### src/rtl/pvi_pkg.sv
// Package: default sizing shared by the controller and its sub-blocks.
// Assumes: device slots per level and level counts are powers of two.
package pvi_pkg;
    localparam int DEF_HW_LEVELS   = 4;
    localparam int DEF_SW_LEVELS   = 4;
    localparam int DEF_SLOTS       = 8;
    localparam int DEF_VEC_W       = 6;
    localparam int DEF_SW_VEC_BASE = 'o74;
endpackage

### src/rtl/pic_level_chain.sv
// Module: fixed-order chain among the devices sharing one hardware level.
// Reports whether any slot requests, and which slot wins (the lowest index).
// Assumes: SLOTS >= 2.
module pic_level_chain #(
    parameter int SLOTS = 8
) (
    input  logic [SLOTS-1:0]         req,
    output logic                     hit,
    output logic [$clog2(SLOTS)-1:0] winner
);
    localparam int SW = $clog2(SLOTS);

    logic [SLOTS:0]   blocked;
    logic [SLOTS-1:0] take;

    assign blocked[0] = 1'b0;
    for (genvar g = 0; g < SLOTS; g++) begin : g_link
        // each link passes only if no earlier slot requested
        assign take[g]        = req[g] & ~blocked[g];
        assign blocked[g + 1] = blocked[g] | req[g];
    end
    assign hit = blocked[SLOTS];

    // encode the single winning slot
    always_comb begin
        winner = '0;
        for (int i = 0; i < SLOTS; i++) begin
            if (take[i]) winner = SW'(i);
        end
    end
endmodule

### src/rtl/pic_resolver.sv
// Module: compares the most urgent pending level with the most urgent level in
// service and decides whether a break is wanted. Level 0 is most urgent.
// Assumes: LEVELS >= 2.
module pic_resolver #(
    parameter int LEVELS = 8
) (
    input  logic                      enable,
    input  logic [LEVELS-1:0]         pend,
    input  logic [LEVELS-1:0]         in_svc,
    output logic                      want,
    output logic [$clog2(LEVELS)-1:0] win_lvl
);
    localparam int LW = $clog2(LEVELS);

    int p_idx;
    int q_idx;

    // find both top levels, then gate the request on enable and rank
    always_comb begin
        p_idx = LEVELS;
        q_idx = LEVELS;
        for (int i = LEVELS - 1; i >= 0; i--) begin
            if (pend[i])   p_idx = i;
            if (in_svc[i]) q_idx = i;
        end
        want    = enable && (p_idx < q_idx);
        win_lvl = LW'(p_idx);
    end
endmodule

### src/rtl/pic_svc_track.sv
// Module: in-service register, one bit per level. A grant sets the bit of its
// level; a dismiss clears the most urgent set bit; both may happen at once.
// Assumes: set_lvl is only meaningful while set_en is high.
module pic_svc_track #(
    parameter int LEVELS = 8
) (
    input  logic                      clk,
    input  logic                      rst_n,
    input  logic                      clr,
    input  logic                      set_en,
    input  logic [$clog2(LEVELS)-1:0] set_lvl,
    input  logic                      dismiss,
    output logic [LEVELS-1:0]         in_svc
);
    logic [LEVELS-1:0] low_bit;
    logic [LEVELS-1:0] set_mask;

    // isolate the most urgent in-service bit and decode the new level
    always_comb begin
        low_bit = in_svc & (~in_svc + LEVELS'(1));
        for (int i = 0; i < LEVELS; i++) begin
            set_mask[i] = set_en && (int'(set_lvl) == i);
        end
    end

    // update the in-service register
    always_ff @(posedge clk) begin
        if (!rst_n || clr) in_svc <= '0;
        else               in_svc <= (in_svc & ~(dismiss ? low_bit : '0)) | set_mask;
    end

    assert_clear_empties_R1: assert property (@(posedge clk) disable iff (!rst_n)
        clr |=> (in_svc == '0));
    assert_grant_marks_level_R5: assert property (@(posedge clk) disable iff (!rst_n)
        (set_en && !clr) |=> in_svc[$past(set_lvl)]);
    assert_dismiss_drops_one_R8: assert property (@(posedge clk) disable iff (!rst_n)
        (dismiss && !set_en && !clr && (in_svc != '0))
        |=> ($countones(in_svc) == $countones($past(in_svc)) - 1));
    assert_no_growth_without_grant_R10: assert property (@(posedge clk) disable iff (!rst_n)
        (!set_en && !clr) |=> ((in_svc & ~$past(in_svc)) == '0));
endmodule

### src/rtl/prio_vec_intc.sv
// Module: vectored priority interrupt controller. Hardware levels come first
// (most urgent), software levels follow. Holds the global enable and the
// software pending bits, and registers the grant that answers a break ack.
// Assumes: the granted device drives dev_vec_in while its dev_grant is high.
module prio_vec_intc
    import pvi_pkg::*;
#(
    parameter int HW_LEVELS   = DEF_HW_LEVELS,
    parameter int SW_LEVELS   = DEF_SW_LEVELS,
    parameter int SLOTS       = DEF_SLOTS,
    parameter int VEC_W       = DEF_VEC_W,
    parameter int SW_VEC_BASE = DEF_SW_VEC_BASE
) (
    input  logic                                 clk,
    input  logic                                 rst_n,
    input  logic                                 pwr_clr,
    input  logic                                 en_cmd_valid,
    input  logic                                 en_cmd_value,
    input  logic [HW_LEVELS*SLOTS-1:0]           dev_req,
    input  logic [SW_LEVELS-1:0]                 sw_set,
    input  logic                                 brk_ack,
    input  logic                                 dismiss,
    input  logic [VEC_W-1:0]                     dev_vec_in,
    output logic                                 brk_req,
    output logic                                 vec_valid,
    output logic [$clog2(HW_LEVELS+SW_LEVELS)-1:0] brk_level,
    output logic [VEC_W-1:0]                     brk_vec,
    output logic [HW_LEVELS*SLOTS-1:0]           dev_grant,
    output logic [HW_LEVELS+SW_LEVELS-1:0]       in_service
);
    localparam int LEVELS = HW_LEVELS + SW_LEVELS;
    localparam int LW     = $clog2(LEVELS);
    localparam int SLW    = $clog2(SLOTS);
    localparam int CH     = HW_LEVELS * SLOTS;
    localparam int CHW    = $clog2(CH);

    logic [LEVELS-1:0]    pend;
    logic [SLW-1:0]       lvl_slot [LEVELS];
    logic [LW-1:0]        win_lvl;
    logic                 grant;
    logic                 en_q;
    logic [SW_LEVELS-1:0] sw_pend;
    logic [SW_LEVELS-1:0] sw_take;
    logic [LW-1:0]        g_lvl;
    logic [CHW-1:0]       g_ch;
    logic                 g_hw;

    for (genvar l = 0; l < HW_LEVELS; l++) begin : g_hw_lvl
        pic_level_chain #(.SLOTS(SLOTS)) u_chain (
            .req    (dev_req[l*SLOTS +: SLOTS]),
            .hit    (pend[l]),
            .winner (lvl_slot[l])
        );
    end
    for (genvar s = 0; s < SW_LEVELS; s++) begin : g_sw_lvl
        assign pend[HW_LEVELS + s]     = sw_pend[s];
        assign lvl_slot[HW_LEVELS + s] = '0;
    end

    pic_resolver #(.LEVELS(LEVELS)) u_resolve (
        .enable  (en_q),
        .pend    (pend),
        .in_svc  (in_service),
        .want    (brk_req),
        .win_lvl (win_lvl)
    );

    assign grant = brk_ack && brk_req;

    pic_svc_track #(.LEVELS(LEVELS)) u_svc (
        .clk     (clk),
        .rst_n   (rst_n),
        .clr     (pwr_clr),
        .set_en  (grant),
        .set_lvl (win_lvl),
        .dismiss (dismiss),
        .in_svc  (in_service)
    );

    // which software pending bit the current grant consumes
    always_comb begin
        for (int s = 0; s < SW_LEVELS; s++) begin
            sw_take[s] = grant && (int'(win_lvl) == HW_LEVELS + s);
        end
    end

    // enable, software pending and the registered grant record
    always_ff @(posedge clk) begin
        if (!rst_n || pwr_clr) begin
            en_q      <= 1'b0;
            sw_pend   <= '0;
            vec_valid <= 1'b0;
            g_lvl     <= '0;
            g_ch      <= '0;
            g_hw      <= 1'b0;
        end else begin
            if (en_cmd_valid) en_q <= en_cmd_value;
            sw_pend   <= (sw_pend & ~sw_take) | sw_set;
            vec_valid <= grant;
            g_lvl     <= win_lvl;
            g_ch      <= CHW'(int'(win_lvl) * SLOTS + int'(lvl_slot[win_lvl]));
            g_hw      <= int'(win_lvl) < HW_LEVELS;
        end
    end

    // one-hot strobe to the winning device during the grant cycle
    always_comb begin
        for (int c = 0; c < CH; c++) begin
            dev_grant[c] = vec_valid && g_hw && (int'(g_ch) == c);
        end
    end

    // vector: forwarded from the device, or fixed for a software level
    always_comb begin
        if (!vec_valid) brk_vec = '0;
        else if (g_hw)  brk_vec = dev_vec_in;
        else            brk_vec = VEC_W'(SW_VEC_BASE + int'(g_lvl) - HW_LEVELS);
    end
    assign brk_level = g_lvl;

    assert_grant_onehot_R6: assert property (@(posedge clk) disable iff (!rst_n)
        $onehot0(dev_grant));
    assert_quiet_when_off_R2: assert property (@(posedge clk) disable iff (!rst_n)
        !en_q |-> !brk_req);
    assert_grant_follows_ack_R5: assert property (@(posedge clk) disable iff (!rst_n)
        vec_valid |-> $past(brk_ack && brk_req));
    assert_sw_grant_no_strobe_R7: assert property (@(posedge clk) disable iff (!rst_n)
        (vec_valid && !g_hw) |-> (dev_grant == '0));
endmodule

### config.mk
export PLATFORM = sky130hd
export DESIGN_NAME = prio_vec_intc
export DESIGN_NICKNAME = d
export VERILOG_FILES = /design/src/rtl/pvi_pkg.sv /design/src/rtl/pic_level_chain.sv /design/src/rtl/pic_resolver.sv /design/src/rtl/pic_svc_track.sv /design/src/rtl/prio_vec_intc.sv
export SDC_FILE = /design/constraint.sdc
export NUM_CORES = 1
export LEC_CHECK = 0
export BUFFER_PORTS_ARGS = -buffer_cell sky130_fd_sc_hd__buf_2
export CAP_MARGIN = 20
export CORE_MARGIN = 1
export CORE_UTILIZATION = 49
export DETAILED_ROUTE_END_ITERATION = 8
export PLACE_DENSITY = 0.84
export SLEW_MARGIN = 10
export SYNTH_ARGS = -nofsm -noshare
export SYNTH_HDL_FRONTEND = slang
export SYNTH_SLANG_ARGS = --single-unit
export TNS_END_PERCENT = 10
### constraint.sdc
create_clock -name clk -period 6.4 [get_ports clk]
set_input_delay 1.28 -clock clk [delete_from_list [all_inputs] [get_ports clk]]
set_output_delay 1.28 -clock clk [all_outputs]
set_load 0.01 [all_outputs]
* Yosys cells after proc, flatten, opt, wreduce, memory -nomap -nowiden
Cells that the tools add are included.
Widths: inputs -> output; s select.
** Word-level totals
- Register bits :: 23
- Input port bits :: 49
- Output and inout port bits :: 51
- Word-level logic and storage cells :: 242
** Operators by class
- Add/subtract/negate cells :: 4
- Magnitude comparators :: 3
- Equal/unequal tests :: 38
- Multiplexer cells :: 50
- Bitwise operators :: 93
- Reduce and logical (&&, ||, !) cells :: 47
** Operators by type and width (number)
- $eq 5x5->1 const B :: 16
- $mux 3 :: 26
- $mux 4 :: 16
- $logic_and 1x1->1 :: 43
- $eq 5x4->1 const B :: 8
- $and 1x1->1 :: 28
- $not 1->1 :: 28
- $or 1x1->1 :: 28
- $eq 5x3->1 const B :: 4
- $and 8x8->8 :: 2
- $not 8->8 :: 2
- $eq 3x3->1 const B :: 4
- $mux 6 :: 2
- $eq 5x2->1 const B :: 2
- $bmux 3 s3 :: 1
- $add 8x1->8 const B :: 1
- $mux 8 :: 1
- $or 8x8->8 :: 1
- $add 6x3->6 const A :: 1
- $eq 3x2->1 const B :: 2
- $sub 6x3->6 const B :: 1
- $add 5x3->5 :: 1
- $eq 5x1->1 const B :: 1
- $logic_not 5->1 :: 1
- 12 further kinds :: 15

* Depth between registers and ports, before layout
Gate-level depths: netlist of the first run.
- Word-level depth :: 18
- Depth in mapped cells :: 11
- Gate-level depth less buffers :: 11

* Hierarchy
Synthesis of the first run repeated with hierarchy kept, for this count alone.
** Second synthesis, totals
- Cell total of the unflattened synthesis :: 242
- Area, all modules :: 1816.7 um^2
** Modules (own cells, without submodules)
- prio_vec_intc :: times used 1, cells each 110, area an instance 899.6 um^2, seq. area each 260.2 um^2
- pic_svc_track :: times used 1, cells each 39, area an instance 347.8 um^2, seq. area each 160.2 um^2
- pic_level_chain :: times used 4, cells each 14, area an instance 82.6 um^2, seq. area each 0.0 um^2
- pic_resolver :: times used 1, cells each 37, area an instance 239.0 um^2, seq. area each 0.0 um^2

* Least setup slack after synthesis of the first run
OpenSTA, ideal clock, no wires.
- Path type :: input to output
- Start point :: in dev_req[17]
- End point :: out brk_req
- Arrival :: 3739 ps
- Data required time :: 5120 ps
- Slack :: 1381 ps
- Stages on the path :: 9
- Path buffers :: 0
- Path through :: or4_4 > or4_4 > o21ai_4 > inv_1 > ha_1 > or2_2 > o31ai_1 > o21ai_0 > a21oi_1
** RTL lines
- from (decl) :: RTL line prio_vec_intc.sv:19 : input logic [HW_LEVELS*SLOTS-1:0] dev_req,
- to (decl) :: RTL line prio_vec_intc.sv:24 : output logic brk_req,

==> results of run 1 <==
layout make-up:
class	instances	area [um2]	share of cell area (%)
Clock buffer	4	45.0	1.88
Inverter	11	41.3	1.73
Timing Repair Buffer	99	495	20.7
Sequential cell	21	420	17.6
Tap cell	46	57.6	2.40
Multi-Input combinational cell	217	1330	55.7
state kept, by name, summed over array words and instances (netlist names):
signal        cells
brk_level         3
vec_valid         1
g_ch              3
g_hw              1
en_q              1
u_svc.in_svc      8
sw_pend           4
placed cells by master (no fill, tap or decap), types with 2 or more instances in the layout:
cell,instances
buf_2,99
nor2_1,59
dfxtp_1,21
o21ai_0,15
nor3_1,14
nand2_1,13
inv_1,11
nand2b_1,11
nor2b_1,9
a21oi_1,9
a211oi_1,7
nand3_1,7
nor4_1,6
o31ai_1,6
or4_4,5
or4_1,5
o211ai_1,4
mux2i_1,4
or3_1,4
o21bai_1,3
a21boi_0,3
o31a_1,3
clkbuf_8,3
nor2_4,2
nand3b_1,2
o21ai_1,2
nor4_2,2
ha_1,2
worst max-delay path by stage:
| stage | startpoint | end | slack [ns] | cells past startpoint |
|---|---|---|---|---|
| after floorplan | dev_req[17] | brk_req | 1.38 | 9 |
| after global placement | dev_req[17] | brk_req | 1.15 | 11 |
| after detailed placement | dev_req[17] | brk_req | 1.09 | 11 |
| after CTS | dev_req[17] | brk_req | 1.08 | 11 |
| after global routing | dev_req[17] | brk_req | 0.94 | 11 |
| final | dev_req[17] | brk_req | 1.06 | 11 |
where the power goes:
| group | leakage [nW] | internal [W] | switching (W) |
|---|---|---|---|
| clock | 0.0228 | 0.0000443 | 0.0000398 |
| sequential | 0.170 | 0.000133 | 0.00000322 |
| combinational | 0.903 | 0.0000224 | 0.0000262 |
| total | 1.10 | 0.000200 | 0.0000691 |
critical path, stage by stage:
cell and delay [ns]:
buf_2 0.11, or4_4 0.55, or4_4 0.60, o21ai_4 0.26
inv_1 0.09, ha_1 0.31, or2_2 0.29, o31ai_1 0.11
o21ai_0 0.13, a21oi_1 0.17, buf_2 0.15
stage by stage:
| step | instances | worst slack [ns] | hold slack (ns) |
|---|---|---|---|
| 2_1_floorplan | 258 | 1.38 | 0.461 |
| 3_3_place_gp | 394 | 1.15 | 0.483 |
| 3_5_place_dp | 394 | 1.09 | 0.493 |
| 4_1_cts | 398 | 1.08 | 0.509 |
| 5_1_grt | 398 | 0.945 | 0.542 |
| 6_report | 398 | 1.06 | 0.503 |
kinds of logic (layout without fill, tap and decap cells):
| group | count (synthesis) | count (layout) |
|---|---|---|
| buffers and inverters | 20 | 114 |
| AO/OA/AOI/OAI | 63 | 63 |
| adder cells (fa/ha/maj) | 2 | 2 |
| flip-flops | 21 | 21 |
| multiplexers | 4 | 4 |
| AND/OR/NAND/NOR | 148 | 148 |
routing by layer:
layer | up-vias | share of wire [%] | global-route usage (%) | routed length (um)
li1 | 1130 | - | - | -
met1 | 981 | 45 | 30.5 | 2170
met2 | 86 | 49 | 45.8 | 2340
met3 | 4 | 5.3 | 3.44 | 255
met4 | 0 | 0.83 | 5.11 | 40
met5 | - | 0 | 0 | 0
==> metrics.md, run 1 <==
| Metric | Value |
|---|---|
| GR Util All Layers | `24.9%` |
| Cell Area, Synth | `0.00184 mm2` |
| Post-Layout Inst Area | `0.00239 mm2` |
| Ys async rst share | `0%` |
| First-pass GRT wire length | `8280 um` |
| Tightest Hold Check Type | `register to register` |
| Vias in the first global route | `1,937` |
| Reg2Reg Setup Slack | `4.09 ns` |
| Io pins | `100` |
| Mux cell area share after synthesis | `2.18%` |
| Fin crit period | `5.34 ns` |
| CTS Buf Count | `3` |
| Post-Synthesis Cells | `258` |
| Post-synth EDFFs | `0` |
| Drt wl/cell | `12.1 um` |
| Most used flip-flop cell after synthesis | `dfxtp_1` |
| Drt pass-1 iters | `4` |
| Reg2reg end | `u_svc.in_svc[2]` |
| Synthesized flop and latch total | `21` |
| Layout cell share with drive strength beyond 1 | `34.1%` |
| WP data required | `5.12 ns` |
| Via density per instance | `5.53` |
| Max-cap viol count | `0` |
| Die H | `63.2 um` |
| Chip Width | `63.2 um` |
| Worst r2r src | `sw_pend[2]` |
| YS warnings | `0` |
| Distinct cells, synth | `49` |
| Largest net degree at the start of global routing | `14` |
| Synth Area in Adders | `1.36%` |
| Synth top area cells | `dfxtp_1, nor2_1, o21ai_0` |
| Total chip power | `0.000269 W` |
| F_max | `187 MHz` |
| Post-route ant nets | `0` |
| Remaining global-route overflow | `0` |
| Worst-Skew Late Latency | `0.26 ns` |
| Crit path capture type | `output pin` |
| RSZ-0062 raised after global routing | `false` |
| Die area | `0.00400 mm2` |
| Syn nets | `309` |
| Final hold vios | `0` |
| Placed Area | `0.00235 mm2` |
| Hold_sp | `en_q` |
| CTS Hold Bufs | `0` |
| End point of the worst hold path | `en_q` |
| Residual DRC count | `0` |
| Gpl congestion | `0.844` |
| Synth top area share | `22.9%` |
| Hold path depth | `2` |
| Worst VDD drop | `0.000123 V` |
| Area leader, netlist | `dfxtp_1` |
| Final slew viol count | `0` |
| Skew final | `0.00247 ns` |
| Worst setup SP type | `primary input` |
| Worst slew pin tran | `0.642 ns` |
| Sink Count | `21` |
| Synth Area in Compound Gates | `24.3%` |
| Slew margin rel. | `57.1%` |
| Setup TNS | `0 ns` |
| CTS tree | `built` |
| Post-CTS Resized | `0` |
| Most numerous cell in the Yosys netlist | `nor2_1` |
| Crit Path Category | `primary input to output pin` |
| Pwr per Cell Area | `112 mW/mm2` |
| Xor/xnor cell area share of the yosys netlist | `0%` |
| Buffer type at the clock tree root | `clkbuf_8` |
| Vias | `2,201` |
| Clock transition at the registers of the reported paths | `0.07 ns` |
| Crit-path max FO | `7` |
| Sequential area share after synthesis | `22.9%` |
| Initial antenna violation count | `0` |
| Largest family of logic cells by synthesized area | `simple AND/OR/NAND/NOR gates` |
| Initial Util | `53.0%` |
| Synthesized area per cell | `7.12 um2` |
| Initial drt markers | `81` |
| Nets | `404` |
| CTS H-Tree Depth | `1` |
| Post-CTS Setup Inserts | `0` |
| Endpoints failing setup | `0` |
| Area Growth Syn to Fin | `30.3%` |
| Detailed Place HPWL | `3930 um` |
| Outcome | `complete, no violations` |
| Port bufs | `99` |
| Synth Area in Simple Gates | `44.8%` |
| Pleak | `1.10 nW` |
| Fin crit share | `83.5%` |
| Post-synth top cells | `nor2_1, dfxtp_1, o21ai_0` |
| Fillers | `321` |
| Rows | `21` |
| Util after Layout | `69.0%` |
| Worst path arrival time | `4.06 ns` |
| Total wire length | `4800 um` |
| CTS max path bufs | `2` |
| Worst-case reg-to-reg path depth | `9` |
| Diodes inserted | `0` |
| Core footprint | `0.00347 mm2` |
Power figures use the tool's default switching activity.
==> run 2: changes to the inputs <==
- CORE_UTILIZATION: 49 -> 45
- PLACE_DENSITY: 0.84 -> 0.78
- clock period: 6.4 -> 5.1 ns (I/O delays scaled with it)
==> metrics.md, run 2 (synthesis gave the netlist of run 1 again) <==
| Metric | Value |
|---|---|
| Chip Width | `65.9 um (+4.2%)` |
| Clock transition at the registers of the reported paths | `0.07 ns (about the same)` |
| Worst r2r src | `sw_pend[2]` |
| Most frequent cells in the layout | `buf_2, nor2_1, dfxtp_1, o21ai_0, nor3_1` |
| Worst-Skew Late Latency | `0.26 ns (about the same)` |
| CTS tree | `built` |
| Drt wl/cell | `12.1 um (about the same)` |
| Endpoints failing setup | `0 (unchanged)` |
| Fin crit share | `94.1%` |
| Vias in the first global route | `1,911 (-1.3%)` |
| Post-route ant nets | `0 (unchanged)` |
| Worst setup SP type | `primary input` |
| Core footprint | `0.00380 mm2 (+9.5%)` |
| Detailed Place HPWL | `4030 um (+2.7%)` |
| Placed Area | `0.00235 mm2 (+0.11%)` |
| Top reg by flops | `u_svc.in_svc` |
| Pwr per Cell Area | `141 mW/mm2 (+26%)` |
| Post-CTS Setup Inserts | `0 (unchanged)` |
| Worst VDD drop | `0.000124 V (+0.76%)` |
| CTS Hold Bufs | `0 (unchanged)` |
| Total wire length | `4830 um (+0.56%)` |
| Crit-path max FO | `7 (unchanged)` |
| F_max | `208 MHz` |
| Gpl congestion | `0.857 (+1.5%)` |
| Die H | `65.9 um (+4.2%)` |
| Skew final | `0.00234 ns (-0.000130 ns)` |
| Final slew viol count | `0 (unchanged)` |
| Reg2reg end | `u_svc.in_svc[2]` |
| Rows | `22 (+4.8%)` |
| Vias | `2,171 (-1.4%)` |
| Crit path capture type | `output pin` |
| Post-CTS Resized | `0 (unchanged)` |
| Die area | `0.00434 mm2 (+8.6%)` |
| Reg2Reg Setup Slack | `2.76 ns (-1.33 ns)` |
| Io pins | `100 (unchanged)` |
| Fin crit period | `4.80 ns` |
| Slew margin rel. | `56.0% (-1.2 points)` |
| Area Growth Syn to Fin | `30.5%` |
| GR Util All Layers | `23.1% (-1.9 points)` |
| Residual DRC count | `0 (unchanged)` |
| Footprint of the multi-input gates | `0.00133 mm2 (unchanged)` |
| Layout cell share with drive strength beyond 1 | `34.4% (+0.28 points)` |
| Hold_sp | `en_q` |
| Worst-case reg-to-reg path depth | `9 (unchanged)` |
| Initial Util | `48.4% (-4.6 points)` |
| Crit Path Category | `primary input to output pin` |
| First-pass GRT wire length | `7960 um (-3.9%)` |
| End point of the worst hold path | `en_q` |
| Final hold vios | `0 (unchanged)` |
| Outcome | `complete, no violations` |
| Initial antenna violation count | `0 (unchanged)` |
| Port bufs | `99 (unchanged)` |
| WP data required | `4.08 ns (-1.04 ns)` |
| Hold path depth | `2 (unchanged)` |
| CTS H-Tree Depth | `1 (unchanged)` |
| CTS Buf Count | `3 (unchanged)` |
| Tightest Hold Check Type | `register to register` |
| RSZ-0062 raised after global routing | `false` |
| Remaining global-route overflow | `0 (unchanged)` |
| Via density per instance | `5.43 (-1.9%)` |
| Initial drt markers | `82 (+1.2%)` |
| Buffer type at the clock tree root | `clkbuf_8` |
| Top flop regs | `u_svc.in_svc: 8 flops, sw_pend: 4 flops` |
| Setup TNS | `0 ns (unchanged)` |
| Largest net degree at the start of global routing | `14 (unchanged)` |
| CTS max path bufs | `2 (unchanged)` |
| Drt pass-1 iters | `4 (unchanged)` |
| Max-cap viol count | `0 (unchanged)` |
| Post-Layout Inst Area | `0.00240 mm2 (+0.16%)` |
| Commonest non-fill, non-tap cell in the layout | `buf_2` |
| Pleak | `1.10 nW (+0.25%)` |
| Worst path arrival time | `3.78 ns (-0.28 ns)` |
| Fillers | `363 (+13%)` |
| Nets | `404 (unchanged)` |
| Register Area | `420 um2 (unchanged)` |
| Max reg flops | `8 (unchanged)` |
| Diodes inserted | `0 (unchanged)` |
| Sink Count | `21 (unchanged)` |
| Worst slew pin tran | `0.659 ns (+0.0174 ns)` |
run 2: cell types whose count changed in the layout (fill, tap and decap cells not counted):
cell	delta
clkinv_2	+1
clkbuf_1	-1
run 2: how the worst max path moves through the flow:
stage	from	end	slack [ns]
finish	dev_req[17]	brk_req	0.30
global route	dev_req[17]	brk_req	0.12
CTS	dev_req[17]	brk_req	0.29
detailed placement	dev_req[17]	brk_req	0.31
global placement	dev_req[17]	brk_req	0.37
floorplan	dev_req[17]	brk_req	0.60
run 2: stage by stage:
stage	power (W)	cells	util, %	setup WS, ns	hold slack (ns)
4_1_cts	0.000340	400	63.1	0.293	0.515
5_1_grt	0.000357	400	63.1	0.115	0.543
3_3_place_gp	0.000234	396	61.9	0.370	0.486
3_5_place_dp	0.000235	396	61.9	0.309	0.497
2_1_floorplan	0.000204	258	-	0.601	0.461
6_report	0.000339	400	63.1	0.299	0.503
run 2: worst max-delay path, cell delays in order:
cell and delay [ns]:
buf_2 0.11, or4_4 0.54, or4_4 0.60, o21ai_4 0.27
inv_1 0.09, ha_1 0.31, or2_2 0.29, o31ai_1 0.11
o21ai_0 0.13, a21oi_1 0.16, buf_2 0.15
run 2: layout make-up:
type | count | area share, %
inverter | 11 | 1.72
timing repair buffer | 99 | 20.7
tap | 48 | 2.51
clock buffer | 3 | 1.72
multi-input combinational | 217 | 55.6
sequential | 21 | 17.5
clock inverter | 1 | 0.209
run 2: metal layers:
metal | vias to the layer above | global-route usage, % | share of wire [%]
li1 | 1128 | - | -
met1 | 962 | 25.3 | 42
met2 | 75 | 44.3 | 49
met3 | 6 | 4.14 | 6.8
met4 | 0 | 6.25 | 1.3
met5 | - | 0 | 0
run 2: report_power, final:
group	internal [W]	switching, W
clock	0.0000544	0.0000531
sequential	0.000167	0.00000409
combinational	0.0000281	0.0000326
==> run 3: changes to the inputs <==
- SLEW_MARGIN: 10 -> 20
- clock period: 5.1 -> 5.5 ns (I/O delays scaled with it)
==> metrics.md, run 3 (synthesis gave the netlist of run 1 again) <==
| Metric | Value |
|---|---|
| Residual DRC count | `0 (unchanged)` |
| Rows | `22 (unchanged)` |
| Top flop regs | `u_svc.in_svc: 8 flops, sw_pend: 4 flops` |
| CTS H-Tree Depth | `1 (unchanged)` |
| Initial Util | `48.4% (unchanged)` |
| Top reg by flops | `u_svc.in_svc` |
| Fillers | `364 (+0.28%)` |
| Crit path capture type | `output pin` |
| Skew final | `0.00200 ns (-0.000339 ns)` |
| Commonest non-fill, non-tap cell in the layout | `buf_2` |
| Total wire length | `4870 um (+0.81%)` |
| Footprint of the multi-input gates | `0.00133 mm2 (unchanged)` |
| Worst slew pin tran | `0.699 ns (+0.0395 ns)` |
| Diodes inserted | `0 (unchanged)` |
| Final hold vios | `0 (unchanged)` |
| Detailed Place HPWL | `4000 um (-0.79%)` |
| Pleak | `1.10 nW (-0.25%)` |
| GR Util All Layers | `23.1% (+0.036 points)` |
| Non-filler instance count after layout | `400 (unchanged)` |
| Endpoints failing setup | `0 (unchanged)` |
| Max reg flops | `8 (unchanged)` |
| Crit Path Category | `primary input to output pin` |
| Clock transition at the registers of the reported paths | `0.07 ns (about the same)` |
| Fin crit period | `4.96 ns` |
| Vias in the first global route | `1,928 (+0.89%)` |
| Buffer type at the clock tree root | `clkbuf_8` |
| First-pass GRT wire length | `7980 um (+0.26%)` |
| Outcome | `complete, no violations` |
| Initial antenna violation count | `0 (unchanged)` |
| CTS Hold Bufs | `0 (unchanged)` |
| RSZ-0062 raised after global routing | `false` |
| Drt pass-1 iters | `4 (unchanged)` |
| Setup TNS | `0 ns (unchanged)` |
| F_max | `201 MHz` |
| Port bufs | `99 (unchanged)` |
| Via density per instance | `5.43 (about the same)` |
| Final slew viol count | `0 (unchanged)` |
| Initial drt markers | `50 (-39%)` |
| Slew margin rel. | `53.3% (-2.6 points)` |
| CTS Buf Count | `3 (unchanged)` |
| Net Sw Power | `0.0000810 W (-9.7%)` |
| Post-CTS Setup Inserts | `0 (unchanged)` |
| Nets | `404 (unchanged)` |
| Worst-Skew Late Latency | `0.26 ns (about the same)` |
| Net Sw Frac | `25.9% (-0.61 points)` |
| Placed insts | `396 (unchanged)` |
| Die area | `0.00434 mm2 (unchanged)` |
| Drt wl/cell | `12.2 um (+0.81%)` |
| Tightest Hold Check Type | `register to register` |
| Layout cell share with drive strength beyond 1 | `34.1% (-0.28 points)` |
| Die H | `65.9 um (unchanged)` |
| Register Area | `420 um2 (unchanged)` |
| Remaining global-route overflow | `0 (unchanged)` |
| Worst path arrival time | `3.86 ns (+0.08 ns)` |
| Max-cap viol count | `0 (unchanged)` |
| CTS tree | `built` |
| Worst setup SP type | `primary input` |
| Post-route ant nets | `0 (unchanged)` |
| Io pins | `100 (unchanged)` |
| Core footprint | `0.00380 mm2 (unchanged)` |
| Internal | `0.000232 W (-6.8%)` |
| Fin crit share | `90.2%` |
| Chip Width | `65.9 um (unchanged)` |
| Vias | `2,172 (+0.046%)` |
| Crit-path max FO | `7 (unchanged)` |
| Pwr per Cell Area | `131 mW/mm2 (-7.5%)` |
| Comb power frac | `18.0% (about the same)` |
| Post-CTS Resized | `0 (unchanged)` |
| Largest net degree at the start of global routing | `14 (unchanged)` |
| Worst VDD drop | `0.000130 V (+5.2%)` |
| Gpl congestion | `0.857 (unchanged)` |
| CTS max path bufs | `2 (unchanged)` |
| Portion of total power attributed to the clock network | `31.4% (-0.3 points)` |
| WP data required | `4.40 ns (+0.32 ns)` |
| Most frequent cells in the layout | `buf_2, nor2_1, dfxtp_1, o21ai_0, nor3_1` |
| Sink Count | `21 (unchanged)` |
| Sequential power share | `50.6% (+0.2 points)` |
| Area Growth Syn to Fin | `30.4% (about the same)` |
[run 3: cell count changes in the layout (fill, tap and decap cells not counted)]
cell      before  now
clkinv_2       1    0
clkbuf_1       0    1
[run 3: critical path: stages]
cell,delay (ns)
buf_2,0.11
or4_4,0.54
or4_4,0.60
o21ai_4,0.27
inv_1,0.10
ha_1,0.31
or2_2,0.29
o31ai_1,0.11
o21ai_0,0.13
a21oi_1,0.15
buf_2,0.15
[run 3: final cells by class]
cell class | count | area share [%]
multi-input cells | 217 | 55.7
repair buffers | 99 | 20.7
flip-flops and latches | 21 | 17.5
well taps | 48 | 2.51
clock buffers | 4 | 1.88
inverters | 11 | 1.72
[run 3: layer usage]
metal | routed length, um | global-route usage [%] | part of all wire (%)
met1 | 2080 | 25.6 | 43
met2 | 2400 | 43.9 | 49
met3 | 324 | 4.14 | 6.7
met4 | 66 | 6.52 | 1.4
met5 | 0 | 0 | 0
[run 3: worst paths after layout]
check / endpoint / slack (ns) / startpoint / cells past startpoint
worst max register to register: u_svc.in_svc[2] / 3.17 / sw_pend[3] / 9
worst min-delay path: en_q / 0.50 / en_q / 2
worst min register to register: en_q / 0.50 / en_q / 2
worst max-delay path: brk_req / 0.54 / dev_req[17] / 11
[run 3: metrics by stage]
| stage | worst slack [ns] | utilization, % | instance area, um2 | total power (W) | hold WS, ns |
|---|---|---|---|---|---|
| after floorplan | 0.841 | - | 1840 | 0.000189 | 0.461 |
| after detailed placement | 0.565 | 61.9 | 2350 | 0.000218 | 0.497 |
| after CTS | 0.551 | 63.1 | 2400 | 0.000316 | 0.514 |
| after global routing | 0.369 | 63.1 | 2400 | 0.000330 | 0.541 |
| after global placement | 0.610 | 61.9 | 2350 | 0.000217 | 0.486 |
| final | 0.537 | 63.1 | 2400 | 0.000313 | 0.501 |
[run 3: power by group through the flow]
| stage | logic, W | registers, W | clock network (W) |
|---|---|---|---|
| CTS | 0.0000564 | 0.000158 | 0.000101 |
| finish | 0.0000564 | 0.000158 | 0.0000985 |
| detailed placement | 0.0000561 | 0.000162 | 0 |
| global route | 0.0000634 | 0.000159 | 0.000108 |
| floorplan | 0.0000292 | 0.000160 | 0 |
| global placement | 0.0000548 | 0.000162 | 0 |
